**config.mk**
```make
export PLATFORM = sky130hd
export DESIGN_NAME = periph_gate_ctrl
export DESIGN_NICKNAME = d
export VERILOG_FILES = /design/src/rtl/pgc_pkg.sv /design/src/rtl/pgc_decode.sv /design/src/rtl/pgc_regs.sv /design/src/rtl/periph_gate_ctrl.sv
export SDC_FILE = /design/constraint.sdc
export NUM_CORES = 1
export LEC_CHECK = 0
export BUFFER_PORTS_ARGS = -buffer_cell sky130_fd_sc_hd__clkbuf_2
export CAP_MARGIN = 20
export CELL_PAD_IN_SITES_DETAIL_PLACEMENT = 0
export CELL_PAD_IN_SITES_GLOBAL_PLACEMENT = 1
export CORE_MARGIN = 2
export CORE_UTILIZATION = 30
export DETAILED_ROUTE_END_ITERATION = 16
export PLACE_DENSITY = 0.67
export SLEW_MARGIN = 20
export SYNTH_ARGS = -nofsm -noshare
export SYNTH_HDL_FRONTEND = slang
export SYNTH_SLANG_ARGS = --single-unit
```
**constraint.sdc**
```tcl
create_clock -name clk -period 1.1 [get_ports clk]
set_clock_uncertainty 0.05 [all_clocks]
set_input_delay 0 -clock clk [delete_from_list [all_inputs] [get_ports clk]]
set_output_delay 0 -clock clk [all_outputs]
set_load 0.05 [all_outputs]
```
**src/rtl/pgc_pkg.sv**
```systemverilog
package pgc_pkg;

  localparam int GRP_IDX_W = 4;

  typedef enum logic [1:0] {
    OFS_RST  = 2'd0,
    OFS_STAT = 2'd1,
    OFS_SET  = 2'd2,
    OFS_CLR  = 2'd3
  } regOfs_t;

  typedef struct packed {
    logic                 wrRst;
    logic                 wrSet;
    logic                 wrClr;
    logic                 rdStb;
    logic                 rdHit;
    logic                 rdStat;
    logic [GRP_IDX_W-1:0] grp;
  } strobe_t;

endpackage

```
**src/rtl/pgc_decode.sv**
```systemverilog
module pgc_decode #(
  parameter int GROUPS = 3,
  parameter int ADDR_W = 4
) (
  input  logic [ADDR_W-1:0] addr,
  input  logic              wrEn,
  input  logic              rdEn,
  output pgc_pkg::strobe_t  stb
);
  import pgc_pkg::*;

  localparam int GRP_BITS = ADDR_W - 2;

  logic [GRP_BITS-1:0] grpIdx;
  regOfs_t             ofs;
  logic                inMap;

  always_comb begin
    grpIdx     = addr[ADDR_W-1:2];
    ofs        = regOfs_t'(addr[1:0]);
    inMap      = int'(grpIdx) < GROUPS;
    stb.grp    = GRP_IDX_W'(grpIdx);
    stb.wrRst  = wrEn && inMap && (ofs == OFS_RST);
    stb.wrSet  = wrEn && inMap && (ofs == OFS_SET);
    stb.wrClr  = wrEn && inMap && (ofs == OFS_CLR);
    stb.rdStb  = rdEn;
    stb.rdHit  = inMap && ((ofs == OFS_RST) || (ofs == OFS_STAT));
    stb.rdStat = (ofs == OFS_STAT);
  end

endmodule

```
**src/rtl/pgc_regs.sv**
```systemverilog
module pgc_regs #(
  parameter int                        GROUPS      = 3,
  parameter int                        LINES       = 16,
  parameter logic [GROUPS*LINES-1:0]   HW_MASK     = '0,
  parameter logic [GROUPS*LINES-1:0]   ABSENT_MASK = '0,
  parameter logic [GROUPS*LINES-1:0]   PROT_MASK   = '0
) (
  input  logic                      clk,
  input  logic                      rstN,
  input  pgc_pkg::strobe_t          stb,
  input  logic [LINES-1:0]          wrData,
  input  logic [GROUPS*LINES-1:0]   hwClkReq,
  output logic [GROUPS*LINES-1:0]   clkEn,
  output logic [GROUPS*LINES-1:0]   periphRst,
  output logic [LINES-1:0]          rdData
);

  logic [LINES-1:0] grpEn  [GROUPS];
  logic [LINES-1:0] grpRst [GROUPS];
  logic [LINES-1:0] rdNext;

  for (genvar g = 0; g < GROUPS; g++) begin : gGrp
    localparam logic [LINES-1:0] HwM   = HW_MASK[g*LINES +: LINES];
    localparam logic [LINES-1:0] AbsM  = ABSENT_MASK[g*LINES +: LINES];
    localparam logic [LINES-1:0] ProtM = PROT_MASK[g*LINES +: LINES];
    localparam logic [LINES-1:0] SwM   = ~(HwM | AbsM);

    logic [LINES-1:0] swEn;
    logic [LINES-1:0] rstReg;
    logic             sel;

    assign sel = (int'(stb.grp) == g);

    always_ff @(posedge clk or negedge rstN) begin
      if (!rstN) begin
        swEn   <= ProtM & SwM;
        rstReg <= '1;
      end else begin
        if (stb.wrRst && sel) rstReg <= wrData;
        if (stb.wrSet && sel)
          swEn <= swEn | (wrData & SwM);
        else if (stb.wrClr && sel)
          swEn <= swEn & ~(wrData & SwM & ~ProtM);
      end
    end

    assign grpEn[g]  = (swEn & SwM) | (hwClkReq[g*LINES +: LINES] & HwM) | AbsM;
    assign grpRst[g] = rstReg;
    assign clkEn[g*LINES +: LINES]     = grpEn[g];
    assign periphRst[g*LINES +: LINES] = rstReg;
  end

  always_comb begin
    rdNext = '0;
    for (int g = 0; g < GROUPS; g++) begin
      if (stb.rdHit && (int'(stb.grp) == g))
        rdNext = stb.rdStat ? grpEn[g] : grpRst[g];
    end
  end

  always_ff @(posedge clk or negedge rstN) begin
    if (!rstN)          rdData <= '0;
    else if (stb.rdStb) rdData <= rdNext;
  end

endmodule

```
**src/rtl/periph_gate_ctrl.sv**
```systemverilog
module periph_gate_ctrl #(
  parameter int                      GROUPS      = 3,
  parameter int                      LINES       = 16,
  parameter int                      ADDR_W      = 4,
  parameter logic [GROUPS*LINES-1:0] HW_MASK     = {16'h0001, 16'h0001, 16'h0018},
  parameter logic [GROUPS*LINES-1:0] ABSENT_MASK = {16'h0040, 16'h0000, 16'h1000},
  parameter logic [GROUPS*LINES-1:0] PROT_MASK   = {16'h0002, 16'h0000, 16'h0000}
) (
  input  logic                    clk,
  input  logic                    rstN,
  input  logic [ADDR_W-1:0]       addr,
  input  logic                    wrEn,
  input  logic                    rdEn,
  input  logic [LINES-1:0]        wrData,
  input  logic [GROUPS*LINES-1:0] hwClkReq,
  output logic [LINES-1:0]        rdData,
  output logic [GROUPS*LINES-1:0] clkEn,
  output logic [GROUPS*LINES-1:0] periphRst
);

  pgc_pkg::strobe_t stb;

  pgc_decode #(.GROUPS(GROUPS), .ADDR_W(ADDR_W)) i_decode (
    .addr (addr),
    .wrEn (wrEn),
    .rdEn (rdEn),
    .stb  (stb)
  );

  pgc_regs #(
    .GROUPS      (GROUPS),
    .LINES       (LINES),
    .HW_MASK     (HW_MASK),
    .ABSENT_MASK (ABSENT_MASK),
    .PROT_MASK   (PROT_MASK)
  ) i_regs (
    .clk       (clk),
    .rstN      (rstN),
    .stb       (stb),
    .wrData    (wrData),
    .hwClkReq  (hwClkReq),
    .clkEn     (clkEn),
    .periphRst (periphRst),
    .rdData    (rdData)
  );

endmodule

```
==> metrics <==
most common cell after layout, fill and taps aside=mux2_2; CTS Root Cell=clkbuf_16; Fmax=831 MHz; RR Startpoint=i_regs.gGrp[1].rstReg[15]; final number of max-transition violations=0; H-tree depth=3; final worst setup slack=-104 ps; Lkg Pwr=3.74 nW; WHS=34.1 ps; asr flop ratio synth=100%; peak supply drop=1.17 mV; synthesized flop and latch total=106; Post-synth EDFFs=0; Crit path largest cell delay=550 ps; critical path arrival=1150 ps; clk sinks=106; min-delay worst type=input pin to async pin; failing checks=setup timing; first-pass GRT wire length=25100 µm; CTS Buf Count=9; ordered list of cells on the worst path=buf_6, clkbuf_16; Placed Area=6500 µm²; proportion of synthesized chip area in sequential cells=53.4%; worst-skew pair later-pin latency=350 ps; Detail Route Antenna Nets=0; crit share post-route=109%; reg2reg path depth=4; Cell Rows=47; Vias/cell=4.81; first-pass detailed-route iteration total=4; I/O Pins=184; ant diodes=0; wirelength, routed=16400 µm; Final Critical Period=1200 ps; Detail Placement HPWL=12000 µm; WL per Instance=19.6 µm; fin area=8260 µm²; die footprint=18000 µm²; syn avg cell area=13.1 µm²; Initial Util=30.6%; initial antenna violation count=0; Cell Area, Synth=5080 µm²; via count=4030; CP startpoint kind=flip-flop; CTS tree=done; Die Ht=134 µm; grt total ovfl=0; WS Path Type=flip-flop to output pin; RSZ-0062 raised after global routing=yes; die width=134 µm; CP max FO=2; max_cap viols=0; crit end category=output pin; area occupied by multi-input gates=2230 µm²; non-filler instance count after layout=838; Core Util, Final=49.8%; Layout Nets=685; status=complete, but fails checks; initial DRC count=161; total negative slack=-2520 ps; Setup WS pre-CTS=-228 ps; maximum root-to-sink buffer count=2; ys flop type=dfrtp_1; most frequent cells in the layout=mux2_2, buf_4, dfrtp_1; Post-Synthesis Cells=389; clock slew at reported path FFs=70 ps; Inst Count DP=783; Worst R2R End=i_regs.rdData[15]; CP max stage cell=dfstp_2; DRC viols=0; count of final hold-check violations=0; Power Total=17.5 mW; final setup vio count=60; synth-to-layout area growth=62.6%; core region area=16600 µm²; PD cells=2110 nW/µm²; Yosys warning count=0; share of cells above drive strength 1=65.4%; vias in the first global route=4275; I/O Buffers=137; FILL cells=1449; GP Congestion=0.875; All-Layer GR Usage=18.3%; flop-to-flop setup slack=-70 ps; Synth cell types=39; largest net degree at the start of global routing=49; Reg area=2710 µm²; WP data required=1050 ps
[where the power goes]
group	total [mW]	internal [mW]	switching, mW
Combinational	8.40	3.83	4.57
Sequential	5.87	5.06	0.807
Clock	3.18	1.76	1.42
Total	17.5	10.7	6.80
[logic make-up after synthesis]
logic type	after synthesis	share of synthesized area [%]
AOI/OAI and AO/OA	48	8.37
muxes	124	26.6
buffers and inverters	39	4.46
and+or+nand+nor	71	7.07
other	1	0.0738
DFF	106	53.4
[worst max path at each step]
stage                                    startpoint           endpoint  slack (ps)
final                     i_regs.gGrp[1].rstReg[12]      periphRst[28]        -100
after floorplan           i_regs.gGrp[0].rstReg[15]  i_regs.rdData[15]        -180
after detailed placement                    addr[2]          flip-flop        -230
after global routing      i_regs.gGrp[1].rstReg[13]      periphRst[29]        -140
after CTS                 i_regs.gGrp[0].rstReg[12]      periphRst[12]        -110
after global placement                      addr[2]          flip-flop        -220
[cell usage after synthesis (all sizes together), types with 5 or more instances]
| master | number | area (µm²) |
|---|---|---|
| mux2 | 89 | 1000 |
| dfrtp | 57 | 1430 |
| dfstp | 49 | 1290 |
| nand2 | 44 | 165 |
| mux2i | 35 | 350 |
| buf | 28 | 185 |
| o22a | 14 | 123 |
| o221ai | 11 | 134 |
| nand2b | 10 | 62.6 |
| clkbuf | 9 | 33.8 |
| a22oi | 8 | 60.1 |
| o22ai | 5 | 31.3 |
[final cells by class]
| class | instances | area share, % |
|---|---|---|
| Clock buffer | 11 | 2.82 |
| Clock inverter | 5 | 0.666 |
| Inverter | 2 | 0.0909 |
| Multi-Input combinational cell | 245 | 27.0 |
| Sequential cell | 106 | 32.8 |
| Tap cell | 220 | 3.33 |
| Timing Repair Buffer | 249 | 33.3 |
[routing by layer]
metal	wire, µm	up-vias	track usage, %
met5	0	-	0
met4	348	0	5.32
met2	8130	121	31.2
met1	7120	2040	23.3
li1	-	1846	-
met3	836	23	4.27
[critical path: cells and delay by family, from the launching register on]
family | cells | cell delay, ps
flops | 1 | 550
buf+inv | 2 | 260
[repair_timing]
| action | 4_1_cts | 5_1_grt |
|---|---|---|
| resized for setup | 180 | 63 |
| endpoints found under the setup margin | 72 | 99 |
| hold buffers | 17 | 0 |
| pin swaps | 9 | 5 |
| setup buffers | 15 | 7 |
| hold endpoints to repair | 155 | 0 |
Note: power is estimated with default switching activity, not from simulation.
